--- src/rtl/adc_seq_pkg.sv ---
package adc_seq_pkg;

   typedef enum logic [2:0] {
      ST_OFF,
      ST_WAKE,
      ST_RUN,
      ST_CAL,
      ST_STBY
   } seq_state_e;

   localparam logic [1:0] MODE_OFF  = 2'b00;
   localparam logic [1:0] MODE_STBY = 2'b01;
   localparam logic [1:0] MODE_ON   = 2'b10;

   localparam int IDLE_W  = 5;
   localparam int RECAL_W = 13;

   // activity-free cycles needed before a calibration launch
   function automatic logic [IDLE_W-1:0] idle_need(input logic [1:0] sel);
      return IDLE_W'(2) << sel;
   endfunction

   // recalibration period in seconds ticks
   function automatic logic [RECAL_W-1:0] recal_period(input logic [1:0] code);
      logic [RECAL_W-1:0] p;
      case (code)
         2'b00:   p = RECAL_W'(1);
         2'b01:   p = RECAL_W'(64);
         2'b10:   p = RECAL_W'(1024);
         default: p = RECAL_W'(4096);
      endcase
      return p;
   endfunction

endpackage

--- src/rtl/adc_idle_gate.sv ---
module adc_idle_gate
   import adc_seq_pkg::*;
(
   input  logic       clk,
   input  logic       rst_n,
   input  logic       clr_i,
   input  logic       busy_i,
   input  logic [1:0] sel_i,
   output logic       ok_o
);

   logic [IDLE_W-1:0] quiet_q;

   always_ff @(posedge clk or negedge rst_n) begin
      if (!rst_n) begin
         quiet_q <= '0;
      end else if (clr_i || busy_i) begin
         quiet_q <= '0;
      end else if (quiet_q != '1) begin
         quiet_q <= quiet_q + 1'b1;
      end
   end

   assign ok_o = (quiet_q >= idle_need(sel_i));

endmodule

--- src/rtl/adc_recal_timer.sv ---
module adc_recal_timer
   import adc_seq_pkg::*;
(
   input  logic       clk,
   input  logic       rst_n,
   input  logic       run_i,
   input  logic [1:0] rate_i,
   input  logic       tick_i,
   output logic       fire_o
);

   logic [RECAL_W-1:0] ticks_q;
   logic [2:0]         cfg_q;
   logic [2:0]         cfg_now;
   logic [RECAL_W-1:0] last_tick;

   assign cfg_now   = {run_i, rate_i};
   assign last_tick = recal_period(rate_i) - 1'b1;

   always_ff @(posedge clk or negedge rst_n) begin
      if (!rst_n) begin
         ticks_q <= '0;
         cfg_q   <= '0;
         fire_o  <= 1'b0;
      end else begin
         fire_o <= 1'b0;
         if (cfg_now != cfg_q) begin
            cfg_q   <= cfg_now;
            ticks_q <= '0;
         end else if (run_i && tick_i) begin
            if (ticks_q >= last_tick) begin
               ticks_q <= '0;
               fire_o  <= 1'b1;
            end else begin
               ticks_q <= ticks_q + 1'b1;
            end
         end
      end
   end

endmodule

--- src/rtl/adc_rpt_timer.sv ---
module adc_rpt_timer #(
   parameter int W = 6
) (
   input  logic         clk,
   input  logic         rst_n,
   input  logic         run_i,
   input  logic [W-1:0] last_i,
   output logic         trig_o
);

   if (W < 1) begin : g_bad_w
      $error("adc_rpt_timer: W must be at least 1");
   end

   logic [W-1:0] cnt_q;

   always_ff @(posedge clk or negedge rst_n) begin
      if (!rst_n) begin
         cnt_q  <= '0;
         trig_o <= 1'b0;
      end else if (!run_i) begin
         cnt_q  <= '0;
         trig_o <= 1'b0;
      end else if (cnt_q >= last_i) begin
         cnt_q  <= '0;
         trig_o <= 1'b1;
      end else begin
         cnt_q  <= cnt_q + 1'b1;
         trig_o <= 1'b0;
      end
   end

endmodule

--- src/rtl/adc_pwr_cal_seq.sv ---
module adc_pwr_cal_seq
   import adc_seq_pkg::*;
#(
   parameter int WAKE_CYC = 230,
   parameter int RPT_W    = 6
) (
   input  logic             clk,
   input  logic             rst_n,
   input  logic             en_i,
   input  logic             stby_i,
   input  logic             cal_req_set_i,
   input  logic             acal_en_i,
   input  logic [1:0]       cal_rate_i,
   input  logic [1:0]       idle_sel_i,
   input  logic             busy_i,
   input  logic             sec_tick_i,
   input  logic             cal_done_i,
   input  logic [RPT_W-1:0] rpt_val_i,
   input  logic             tst_wr_i,
   input  logic             tst_wdata_i,
   input  logic             tst_lock_i,
   output logic             cal_start_o,
   output logic             cal_req_o,
   output logic             cal_done_o,
   output logic             ready_o,
   output logic [1:0]       mode_o,
   output logic             trig_o,
   output logic             tst_en_o
);

   localparam int WK_W = (WAKE_CYC > 1) ? $clog2(WAKE_CYC) : 1;
   localparam logic [WK_W-1:0] WK_LOAD = WK_W'(WAKE_CYC - 1);

   if (WAKE_CYC < 2) begin : g_bad_wake
      $error("adc_pwr_cal_seq: WAKE_CYC must be at least 2");
   end

   seq_state_e      state_q;
   logic [WK_W-1:0] wake_q;
   logic            idle_ok;
   logic            recal_fire;
   logic            core_on;

   assign core_on = (state_q == ST_RUN) || (state_q == ST_CAL);

   adc_idle_gate u_idle (
      .clk    (clk),
      .rst_n  (rst_n),
      .clr_i  (state_q != ST_RUN),
      .busy_i (busy_i),
      .sel_i  (idle_sel_i),
      .ok_o   (idle_ok)
   );

   adc_recal_timer u_recal (
      .clk    (clk),
      .rst_n  (rst_n),
      .run_i  (en_i && acal_en_i),
      .rate_i (cal_rate_i),
      .tick_i (sec_tick_i),
      .fire_o (recal_fire)
   );

   adc_rpt_timer #(.W(RPT_W)) u_rpt (
      .clk    (clk),
      .rst_n  (rst_n),
      .run_i  (core_on),
      .last_i (rpt_val_i),
      .trig_o (trig_o)
   );

   always_ff @(posedge clk or negedge rst_n) begin
      if (!rst_n) begin
         state_q     <= ST_OFF;
         wake_q      <= '0;
         cal_req_o   <= 1'b0;
         cal_start_o <= 1'b0;
         cal_done_o  <= 1'b0;
         ready_o     <= 1'b0;
      end else begin
         cal_start_o <= 1'b0;
         if (!en_i) begin
            state_q    <= ST_OFF;
            cal_req_o  <= 1'b0;
            cal_done_o <= 1'b0;
            ready_o    <= 1'b0;
         end else begin
            if (cal_req_set_i || recal_fire) begin
               cal_req_o <= 1'b1;
            end
            case (state_q)
               ST_OFF: begin
                  state_q   <= ST_WAKE;
                  wake_q    <= WK_LOAD;
                  cal_req_o <= 1'b1;
               end
               ST_WAKE: begin
                  if (wake_q == '0) begin
                     state_q <= ST_RUN;
                  end else begin
                     wake_q <= wake_q - 1'b1;
                  end
               end
               ST_RUN: begin
                  if (stby_i) begin
                     state_q <= ST_STBY;
                  end else if (cal_req_o && idle_ok) begin
                     state_q     <= ST_CAL;
                     cal_start_o <= 1'b1;
                     cal_req_o   <= 1'b0;
                     cal_done_o  <= 1'b0;
                  end
               end
               ST_CAL: begin
                  if (cal_done_i) begin
                     state_q    <= ST_RUN;
                     cal_done_o <= 1'b1;
                     ready_o    <= 1'b1;
                  end
               end
               ST_STBY: begin
                  if (!stby_i) begin
                     state_q <= ST_WAKE;
                     wake_q  <= WK_LOAD;
                  end
               end
               default: state_q <= ST_OFF;
            endcase
         end
      end
   end

   always_comb begin
      case (state_q)
         ST_OFF:          mode_o = MODE_OFF;
         ST_WAKE, ST_STBY: mode_o = MODE_STBY;
         default:         mode_o = MODE_ON;
      endcase
   end

   always_ff @(posedge clk or negedge rst_n) begin
      if (!rst_n) begin
         tst_en_o <= 1'b0;
      end else if (tst_wr_i) begin
         if (!tst_wdata_i) begin
            tst_en_o <= 1'b0;
         end else if (!tst_lock_i) begin
            tst_en_o <= 1'b1;
         end
      end
   end

endmodule

--- config.mk ---
export PLATFORM = sky130hd
export DESIGN_NAME = adc_pwr_cal_seq
export DESIGN_NICKNAME = d
export VERILOG_FILES = /design/src/rtl/adc_seq_pkg.sv /design/src/rtl/adc_idle_gate.sv /design/src/rtl/adc_recal_timer.sv /design/src/rtl/adc_rpt_timer.sv /design/src/rtl/adc_pwr_cal_seq.sv
export SDC_FILE = /design/constraint.sdc
export NUM_CORES = 1
export LEC_CHECK = 0
export BUFFER_PORTS_ARGS = -buffer_cell sky130_fd_sc_hd__buf_4
export CAP_MARGIN = 30
export CORE_MARGIN = 5
export CORE_UTILIZATION = 63
export DETAILED_ROUTE_END_ITERATION = 16
export GPL_TIMING_DRIVEN = 1
export PLACE_DENSITY = 0.84
export SETUP_SLACK_MARGIN = 0.1
export SLEW_MARGIN = 20
export SYNTH_ARGS = -nofsm -noshare
export SYNTH_HDL_FRONTEND = slang
export SYNTH_SLANG_ARGS = --single-unit
--- constraint.sdc ---
create_clock -name clk -period 3.9 [get_ports clk]
set_input_delay 0.78 -clock clk [delete_from_list [all_inputs] [get_ports clk]]
set_output_delay 0.78 -clock clk [all_outputs]
set_load 0.02 [all_outputs]
## Word-level counts from Yosys, hierarchy flattened

Index checks and enable logic that the tools add are counted.

- ROM bits: 0
- Latch bits: 0
- Register bits: 45
- Memories kept: 0
- Word-level logic and storage cells: 103
- Bits in writable memories: 0
- Input bits: 22

- Equal/unequal tests: 21
- Shift operators: 1
- Muxes and demuxes: 42
- Div/mod/pow operators: 0
- Reductions and logical operators: 18
- Order comparisons: 3
- Bitwise operators: 0
- $mul: 0
- Add/sub/neg operators: 5

Operators with widths:

| cell | number |
|---|---|
| two-way mux 13 bit | 3 |
| case mux 13 bit (3 select lines) | 1 |
| case mux 8 bit (3 select lines) | 1 |
| two-way mux 1 bit | 21 |
| two-way mux 3 bit | 6 |
| two-way mux 8 bit | 2 |
| case mux 3 bit (5 select lines) | 1 |
| adder 13 x 1 -> 13 bit (second input constant) | 1 |
| >= comparator 13 bit | 1 |
| subtractor 13 x 1 -> 13 bit (second input constant) | 1 |
| two-way mux 6 bit | 2 |
| inequality test 3 bit (second input constant) | 4 |
| AND reduction 4 bit | 3 |
| two-way mux 5 bit | 2 |
| logical NOT 8 bit | 1 |
| subtractor 8 x 1 -> 8 bit (second input constant) | 1 |
| adder 6 x 1 -> 6 bit (second input constant) | 1 |
| == test 3 x 2 -> 1 bit (second input constant) | 2 |
| >= comparator 6 bit | 1 |
| inequality test 2 bit (second input constant) | 3 |
| inequality test 3 x 2 -> 1 bit (second input constant) | 2 |
| adder 5 x 1 -> 5 bit (second input constant) | 1 |
| >= comparator 5 bit | 1 |
| inequality test 5 bit (second input constant) | 1 |
| other kinds (19) | 27 |

## Depth between registers and ports, before layout

Gate-level depths: netlist of the first run.

- Word-level depth: 7
- Mapped depth: 10
- Depth with buffers taken out: 10

## Cells and area by module

Synthesis of the first run repeated with hierarchy kept, for this count alone.

- Cell total of the unflattened synthesis: 327
- Area, all modules: 2940.3 um^2

Modules (own cells, without submodules):

| module | times used | cells each | area an instance (um^2) |
|---|---|---|---|
| adc_recal_timer | 1 | 139 | 1188.6 |
| adc_pwr_cal_seq | 1 | 109 | 964.7 |
| adc_rpt_timer | 1 | 45 | 445.4 |
| adc_idle_gate | 1 | 34 | 341.6 |

## Least setup slack after synthesis of the first run

No wires, ideal clock.

- Path type: input -> register
- Start: input port cal_rate_i[0]
- End: register u_recal.ticks_q[10]
- Setup time: 143 ps
- Setup slack: 1117 ps
- Data required time: 3757 ps
- Arrival: 2640 ps
- Cell stages on the path: 8
- Cells stage by stage: or2_2 ha_1 ha_1 and4_1 o211a_1 a22oi_1 a21oi_1 nor2_1

- Cells in the longest elaborated chain, start to end: 7
- Elaborated cells on any way between the ends: 11
- Those cells by class: 1 x add/sub; 1 x order compare; 3 x eq/ne; 4 x mux; 2 x reduce/logical

Ends and longest elaborated chain:

| item | line | text |
|---|---|---|
| start: declaration | adc_pwr_cal_seq.sv:13 | `input logic [1:0] cal_rate_i,` |
| == test 2 bit (tied with other cells) | adc_seq_pkg.sv:26 | `case (code)` |
| case mux 13 bit (3 select lines) | adc_seq_pkg.sv:26 |  |
| subtractor 13 x 1 -> 13 bit | adc_recal_timer.sv:18 | `assign last_tick = recal_period(rate_i) - 1'b1;` |
| >= comparator 13 bit | adc_recal_timer.sv:31 | `if (ticks_q >= last_tick) begin` |
| two-way mux 13 bit | adc_recal_timer.sv:31 |  |
| two-way mux 13 bit | adc_recal_timer.sv:30 | `end else if (run_i && tick_i) begin` |
| two-way mux 13 bit | adc_recal_timer.sv:27 | `if (cfg_now != cfg_q) begin` |
| end signal: assignment | adc_recal_timer.sv:35 | `ticks_q <= ticks_q + 1'b1;` |
| end: declaration | adc_recal_timer.sv:12 | `logic [RECAL_W-1:0] ticks_q;` |

Parallel ways exist; a longest one is shown, timed or not. The select of a mux whose other input is x is not followed.
A chain may end at the register's enable or synchronous reset.

## Final worst setup path of the first run

- Start: input port cal_rate_i[0]
- End: register u_recal.ticks_q[7]

Same word-level chain as after synthesis.

==> results of run 1 <==
## Yosys cell counts (all sizes together), types with 5 or more instances
cell type and number:
xnor2 14, a21oi 16, ha 30, o21ai 13
inv 17, nand2 18, nand4 5, a21o 6
nand2b 5, nor3 10, and3 7, nor2b 5
dfrtp 45, nand3 15, nor2 29, xor2 11
## metrics by stage
stage | hold slack, ns | cells | total power [uW] | cell area, sq um | util
finish | 0.4546 | 382 | 930.1 | 3167 | 0.7273
global route | 0.4986 | 382 | 988.9 | 3167 | 0.7273
CTS | 0.4749 | 382 | 940.3 | 3167 | 0.7273
detailed placement | 0.4887 | 374 | 655.7 | 3083 | 0.7080
global placement | 0.4817 | 374 | 649.2 | 3083 | 0.7080
floorplan | 0.4536 | 298 | 599.0 | 2838 | -
## state kept, by name, summed over array words and instances, names as in the netlist, 3 cells and up
register,cells
u_idle.quiet_q,5
state_q,3
wake_q,8
u_recal.cfg_q,3
u_rpt.cnt_q,6
u_recal.ticks_q,13
## metal layers
layer  GRT usage  vias up  part of all wire
li1            -     1118                 -
met1      0.2470     1092              0.42
met2      0.3438       65              0.50
met3     0.05504       19             0.053
met4     0.08935        0             0.028
met5           0        -                 0
## kinds of logic after synthesis
| logic type | count (synthesis) | synth area share |
|---|---|---|
| simple gates | 114 | 0.2152 |
| compound gates | 57 | 0.1279 |
| flops | 45 | 0.3968 |
| fa+ha+maj | 30 | 0.1323 |
| xor+xnor | 25 | 0.07716 |
| buf+inv | 23 | 0.03836 |
| mux | 3 | 0.01102 |
| other cells | 1 | 0.001321 |
## worst min path at each step
stage	slack, ns	start	to
2_1_floorplan	0.45	u_rpt.cnt_q[0]	u_rpt.cnt_q[0]
3_3_place_gp	0.48	u_rpt.cnt_q[0]	u_rpt.cnt_q[0]
3_5_place_dp	0.49	u_rpt.cnt_q[0]	u_rpt.cnt_q[0]
4_1_cts	0.47	rst_n	u_idle.quiet_q[2]
5_1_grt	0.50	rst_n	u_idle.quiet_q[0]
6_report	0.45	rst_n	u_idle.quiet_q[0]
## cell type report
type / instances / share of cell area
clock buffers: 7 / 0.02410
clock inverters: 1 / 0.002371
flip-flops and latches: 45 / 0.3556
repair buffers: 30 / 0.07112
multi-input cells: 230 / 0.5061
well taps: 52 / 0.02055
inverters: 17 / 0.02015
## power breakdown
part / switching, uW / internal [uW]
combinational: 76.3 / 64.7
sequential: 21.4 / 484
clock: 157 / 127
==> results.ini, run 1 <==
[min_path]
hold_class = in -> async

[setup_path]
crit_arrival_ns = 3.08
reg2reg_depth = 5
cp_slowest_cell = a22oi_1
path_max_fanout = 10
path_depth = 10
regToRegStartpoint = wake_q[4]
cpLargestDelayFamily = compound AO/OA/AOI/OAI gates
setup.worst_path.start = cal_rate_i[0]
slowest_delay_ns = 0.46
endpoint = u_recal.ticks_q[7]
reg2reg_to = wake_q[0]
cp_num_buf_inv = 2
crit_required_ns = 4.13
r2r_slack_ns = 1.73
cp-start-kind = primary input
cp-end-kind = register
criticalPathCategory = in -> reg
crit_chain = buf_4 -> or2_2 -> ha_1 -> ha_1 -> and4_1 -> o211a_1 -> a22oi_1 -> a21oi_1 -> buf_4 -> nor2_1

[sta]
tightest_slew_ns = 0.7344
setup_viol = 0
max_freq_ghz = 0.3508
final_hold_viol_count = 0
drv_slew = 0
final.period_utilization = 0.7310
slew_headroom = 0.5082
setup_slack_ns = 1.049
setup_tns_ns = 0
period_needed_ns = 2.851
fin_skew_ns = 0.01258
rsz0062_at_grt = false

[clocking]
cts_resized = 0
cts_made_buffers = 5
clock_sinks = 45
cts-root-buf = clkbuf_8
hold_buffers = 0
post-cts-setup-buffer-count = 0
htreeDepth = 2
clockBufferDepth = 2
cts_tree = yes
clk_pin_slew_ns = 0.09
worstSkewPairLatency_ns = 0.30

[logic_synthesis]
synthArstFlopShare = 1.000
syn_nets = 350
syn_inst = 298
ys.flop_type = dfrtp_1
synth.largest_area_cell = dfrtp_1
synth_seq_area_share = 0.3968
yosysWarnings = 0
synthDistinctLibCells = 47
synth_top_cells_by_area = dfrtp_1 (40%), ha_1 (13%), xnor2_1 (4.3%)
avgSynthCellArea_sq_um = 9.523
synth_edf_count = 0
synth_top_area_frac = 0.3968
synth_area_sq_mm = 0.002838
ys_ff_latch = 45

[finish]
layout-drive-gt1-share = 0.1364
diodes = 0
nFillCells = 336
layout_common_cells = dfrtp_1 (45), ha_1 (30), buf_4 (30), nor2_1 (28), nand2_1 (18)
nNetsFinal = 381
seqCellArea_sq_mm = 0.001126
area_growth_pct = 11.60
multiInputGateArea_sq_mm = 0.001603
final_common_cell = dfrtp_1

[grt]
antenna_found_initial = 0
grt_pass1_vias = 2326
grt.overflow.total = 0
grt_max_degree = 46
grt_usage = 0.2054
grt_pass1_wl_mm = 10.07

[routing]
wl_mm = 5.584
routed-via-count = 2294
drc_errors = 0
ant_nets = 0
post_drt_wl_per_cell_um = 14.62
viasPerCell = 6.005
firstDrtPassIters = 5
drtIter0Drc = 110

[place]
dp_hpwl_mm = 4.168
pre_cts_slack_ns = 0.7705
portBuffers = 29
globalplace.congestion = 0.8149

[job]
drv_cap = 0

[floorplanning]
start_util = 0.6517
pin_count = 30
coreArea_sq_mm = 0.004354
rows = 24
die-area_sq_mm = 0.005947
die_w_um = 77.12
fp.dieH_um = 77.12

[power_and_ir_drop]
max-vdd-ir-drop_mv = 0.1900
power.density_mw_per_mm2 = 293.7
leakage_uw = 0.001546

[run_status]
status = complete, no violations

Power figures use the tool's default switching activity.
==> run 2: changes to the inputs <==
ABC_AREA = 1   (was unset)
CORE_UTILIZATION = 60   (was 63)
PLACE_DENSITY = 0.8   (was 0.84)
clock period = 2.8 ns   (was 3.9 ns; I/O delays follow)
==> run 2 against run 1 <==
Register-to-register slack got worse by 0.66 ns. Synthesized cell count rose by 38%. Area after synthesis rose by 10%. Worst setup slack got worse by 0.39 ns. Flip-flop and latch count did not move. Via count rose by 15%. Worst hold slack got worse by 0.21 ns. Largest cell class unchanged. Core utilization fell by 3.3 points. Global-route usage fell by 0.69 points. Highest routed layer unchanged. Sequential share of layout area fell by 3.6 points.
==> results.ini, run 2 <==
[sta]
final_hold_viol_count = 0
period_needed_ns = 2.137
max_freq_ghz = 0.4679
setup_tns_ns = 0
fin_skew_ns = 0.01294
slew_headroom = 0.6191
setup_slack_ns = 0.6628
rsz0062_at_grt = false
final.period_utilization = 0.7633
tightest_slew_ns = 0.5714
setup_viol = 0
drv_slew = 0

[setup_path]
crit_required_ns = 3.03
path_max_fanout = 10
cp-start-kind = primary input
cp-end-kind = register
criticalPathCategory = in -> reg
crit_arrival_ns = 2.36

[run_status]
status = complete, no violations

[grt]
grt_max_degree = 46
antenna_found_initial = 0
grt_pass1_vias = 2635
grt_pass1_wl_mm = 10.63
grt_usage = 0.1984
grt.overflow.total = 0

[routing]
viasPerCell = 5.132
firstDrtPassIters = 4
wl_mm = 6.046
post_drt_wl_per_cell_um = 11.74
ant_nets = 0
drtIter0Drc = 117
drc_errors = 0
routed-via-count = 2643

[floorplanning]
rows = 26
die_w_um = 82.12
coreArea_sq_mm = 0.005075
start_util = 0.6149
fp.dieH_um = 82.12
die-area_sq_mm = 0.006743
pin_count = 30

[job]
drv_cap = 0

[clocking]
cts_made_buffers = 5
clock_sinks = 45
clk_pin_slew_ns = 0.09
worstSkewPairLatency_ns = 0.30
clockBufferDepth = 2
htreeDepth = 2
cts_tree = yes
hold_buffers = 0
post-cts-setup-buffer-count = 0
cts-root-buf = clkbuf_8
cts_resized = 0

[logic_synthesis]
synth_most_common_cell = nand2_1
syn_inst = 412
ys.flop_type = dfrtp_1
synth_top_area_frac = 0.3609
ys_top_cells_by_count = nand2_1 (89), inv_1 (65), dfrtp_1 (45)
synth.largest_area_cell = dfrtp_1
synth_area_sq_mm = 0.003120
yosysWarnings = 0
syn_nets = 464
synth_seq_area_share = 0.3609
ys_ff_latch = 45
synthArstFlopShare = 1.000
synth_edf_count = 0
synthDistinctLibCells = 35
synth_top_cells_by_area = dfrtp_1 (36%), ha_1 (12%), nand2_1 (11%)
avgSynthCellArea_sq_um = 7.574

[finish]
final_common_cell = nand2_1
nNetsFinal = 496
largest_register = u_recal.ticks_q
layout-drive-gt1-share = 0.1438
layout_common_cells = nand2_1 (89), inv_1 (65), dfrtp_1 (45), nor2_1 (40), nand3_1 (36)
area_growth_pct = 12.95
diodes = 0
reg.largest.list = u_recal.ticks_q x13, wake_q x8, u_rpt.cnt_q x6
largest_reg_flops = 13

[place]
pre_cts_slack_ns = 0.3406
portBuffers = 29
globalplace.congestion = 0.8548
dp_hpwl_mm = 4.729

[power_and_ir_drop]
max-vdd-ir-drop_mv = 0.3679
leakage_uw = 0.001883
power.density_mw_per_mm2 = 580.4

[min_path]
hold_class = in -> async

run 2: cell types whose count changed in the layout (fill, tap and decap cells not counted), sizes merged, moves of 4 or more:
cell / change
xnor2: -12
nand2: +79
nand2b: -5
nand3: +21
and3: -7
o21ai: +9
a21o: -5
inv: +57
nor2b: -5
nor2: +16
nand4: +6
a31oi: -4
run 2: layer usage:
layer / track usage / wire length [um] / part of all wire / up-vias
li1: - / - / - / 1382
met1: 0.2448 / 2685 / 0.44 / 1205
met2: 0.3595 / 3041 / 0.50 / 48
met3: 0.02603 / 249 / 0.041 / 8
met4: 0.05980 / 69 / 0.011 / 0
met5: 0 / 0 / 0 / -
run 2: final timing paths:
path,from,endpoint,slack [ns],cells after the start
setup / recovery,cal_rate_i[0],u_recal.ticks_q[2],0.66,14
hold / removal,rst_n,wake_q[6],0.25,1
setup reg to reg,u_recal.ticks_q[12],u_recal.ticks_q[11],1.07,10
hold reg to reg,u_rpt.cnt_q[0],u_rpt.cnt_q[0],0.49,1
max in group asynchronous,rst_n,tst_en_o,2.16,1
min in group clk,cal_rate_i[1],u_recal.cfg_q[1],0.42,1
run 2: layout make-up:
class                      count  area [sq um]
clock inverter                 3         68.82
clock buffer                   5         68.82
inverter                      73         276.5
multi-input combinational    289          1672
tap                           70         87.58
sequential                    45          1126
fill                         448          1550
timing repair buffer          30         225.2
run 2: worst max-delay path, stage by stage:
cell and delay (ns):
buf_4 0.14, nor2_1 0.14, inv_1 0.08, ha_1 0.30
ha_1 0.31, nand2_1 0.08, nand2_1 0.05, nand2_1 0.06
nand2_1 0.05, a21oi_1 0.12, nand3_1 0.10, nand2_1 0.11
nand2_2 0.15, nor2_1 0.14
run 2: kinds of logic (layout without fill, tap and decap cells):
kind of cell               count (synthesis)  in the layout  synth area share
AOI/OAI and AO/OA                         44             44           0.07939
adders and majority gates                 30             30            0.1203
buffers and inverters                     78            111            0.1034
DFF                                       45             45            0.3609
and+or+nand+nor                          200            200            0.2955
xor gates and xnor gates                  14             14           0.03930
other                                      1              1          0.001202
run 2: power by group:
group | internal, uW | leakage [uW] | total, uW | switching (uW)
clock | 359 | 0.0000687 | 593 | 234
combinational | 239 | 0.00121 | 644 | 405
sequential | 738 | 0.000601 | 808 | 70.5
run 2: per-stage QoR:
stage          instance area, sq um  utilization  total power, uW  std cells  hold WS (ns)
6_report                       3525       0.6945             2046        515        0.2462
5_1_grt                        3525       0.6945             2200        515        0.2972
4_1_cts                        3525       0.6945             2068        515        0.2690
3_5_place_dp                   3387       0.6674             1467        507        0.4806
3_3_place_gp                   3387       0.6674             1447        507        0.4759
2_1_floorplan                  3120            -             1300        412        0.2644
==> run 3: changes to the inputs <==
clock period = 2 ns   (was 2.8 ns; I/O delays follow)
==> run 3 against run 2 <==
Combinational power is 45% higher. Worst hold slack lost 0.17 ns. Sequential power up 41%. Sequential share of layout area fell by 0.86 points. Total power increased by 41%. Routed wire length is 7.0% higher. First-iteration DRC count decreased by 6.8%. Worst setup slack worse by 0.48 ns. Register-to-register slack lost 0.76 ns. Non-clock buffer count up 5. Final cell count up 1.2%. Via count up 3.2%. Largest cell class unchanged.
==> results.ini, run 3 (synthesis results as in run 2) <==
[run_status]
status = complete, no violations

[power_and_ir_drop]
max-vdd-ir-drop_mv = 0.5573
power.density_mw_per_mm2 = 796.6
total_power_uw = 2885
leakage_uw = 0.001908

[setup_path]
criticalPathCategory = in -> reg
cp-start-kind = primary input
cp-end-kind = register
reg2reg_depth = 10
slowest_delay_ns = 0.30
reg2reg_to = u_recal.ticks_q[6]
crit_arrival_ns = 2.05
path_max_fanout = 5
r2r_slack_ns = 0.31
crit_required_ns = 2.23
cp_slowest_cell = ha_1
crit_chain = buf_4 -> nor2_4 -> inv_1 -> ha_1 -> ha_4 -> nand2_1 -> nand2_1 -> nand2_1 -> nand2_1 -> a21oi_1 -> nand3_1 -> nand2_2 -> nand2_4 -> nor2_1
regToRegStartpoint = u_recal.ticks_q[7]
cpMostUsedCell = nand2_1

[sta]
setup_tns_ns = 0
drv_slew = 0
period_needed_ns = 1.819
slew_headroom = 0.6220
rsz0062_at_grt = true
final.period_utilization = 0.9097
max_freq_ghz = 0.5496
holdWs_ns = 0.07850
fin_skew_ns = 0.003906
tightest_slew_ns = 0.5670
setup_viol = 0
final_hold_viol_count = 0

[clocking]
cts_made_buffers = 5
clockBufferDepth = 2
worstSkewPairLatency_ns = 0.30
post-cts-setup-buffer-count = 0
cts_tree = yes
clk_pin_slew_ns = 0.08
cts-root-buf = clkbuf_8
clock_sinks = 45
htreeDepth = 2
hold_buffers = 0

[routing]
ant_nets = 0
routed-via-count = 2728
wl_mm = 6.468
firstDrtPassIters = 4
drc_errors = 0
viasPerCell = 5.236
drtIter0Drc = 109
post_drt_wl_per_cell_um = 12.41

[grt]
grt_usage = 0.2107
use_met3 = 0.04230
use_met1 = 0.2559
antenna_found_initial = 0
top_usage_layer = met2
met2_usage = 0.3764
grt_max_degree = 46
grt_pass1_vias = 2661
grt.overflow.total = 0
grt_pass1_wl_mm = 11.12

[min_path]
hold_class = in -> async

[finish]
final_common_cell = nand2_1
reg.largest.list = u_recal.ticks_q x13, wake_q x8, u_rpt.cnt_q x6
layout-drive-gt1-share = 0.1729
nNetsFinal = 502
layout_common_cells = nand2_1 (88), inv_1 (64), dfrtp_1 (45), nand3_1 (36), nor2_1 (36)
area_growth_pct = 16.08
diodes = 0
largest_reg_flops = 13
largest_register = u_recal.ticks_q

[job]
drv_cap = 0

[floorplanning]
die-area_sq_mm = 0.006743
coreArea_sq_mm = 0.005075
die_w_um = 82.12
fp.dieH_um = 82.12
start_util = 0.6149
rows = 26
pin_count = 30

[place]
dp_hpwl_mm = 4.827
portBuffers = 29
globalplace.congestion = 0.8522

run 3: cell types whose count changed in the layout (fill, tap and decap cells not counted), sizes merged:
cell	before	now
inv	74	73
nand2	97	98
clkinv	0	1
buf	30	35
run 3: how the worst max path moves through the flow:
stage,endpoint,slack (ns),from
4_1_cts,mode_o[0],0.15,state_q[2]
6_report,u_recal.ticks_q[6],0.18,cal_rate_i[1]
2_1_floorplan,u_recal.ticks_q[11],0.12,cal_rate_i[1]
3_5_place_dp,u_recal.ticks_q[10],-0.14,cal_rate_i[1]
3_3_place_gp,u_recal.ticks_q[11],-0.07,cal_rate_i[1]
5_1_grt,u_recal.ticks_q[6],0.09,cal_rate_i[1]
run 3: power by group:
group          internal, uW  switching, uW  total, uW  leakage, uW
sequential             1030            104       1140     0.000601
combinational           348            587        935      0.00124
clock                   496            317        813    0.0000681
total                  1880           1010       2890      0.00191
run 3: what timing repair did:
item,in CTS,in global routing
endpoints found under the hold margin,0,0
resized for setup,1,8
gates cloned,0,1
endpoints found under the setup margin,1,11
pin swaps,0,3
run 3: final cells by class:
| class | instances | area (sq um) |
|---|---|---|
| clock buffers | 5 | 68.82 |
| clock inverters | 3 | 65.06 |
| fillers | 408 | 1453 |
| inverters | 73 | 276.5 |
| multi-input cells | 290 | 1735 |
| flip-flops and latches | 45 | 1126 |
| well taps | 70 | 87.58 |
| repair buffers | 35 | 262.8 |
run 3: layer usage:
| metal | routed length, um | part of all wire |
|---|---|---|
| met1 | 2908 | 0.45 |
| met2 | 3264 | 0.50 |
| met3 | 221 | 0.034 |
| met4 | 74 | 0.011 |
| met5 | 0 | 0 |
run 3: through the flow:
step	std cells	utilization	worst slack [ns]	area, sq um
after global routing	521	0.7138	0.08851	3622
final	521	0.7138	0.1806	3622
after detailed placement	512	0.6787	-0.1355	3445
after global placement	512	0.6787	-0.06702	3445
after floorplan	412	-	0.1187	3141
after CTS	520	0.7051	0.1483	3578
run 3: critical path: cells and delay by family:
family	cells	cell delay, ns
AO/OA/AOI/OAI	1	0.12
adder cells (fa/ha/maj)	2	0.53
buffers and inverters	2	0.19
AND/OR/NAND/NOR	9	0.79
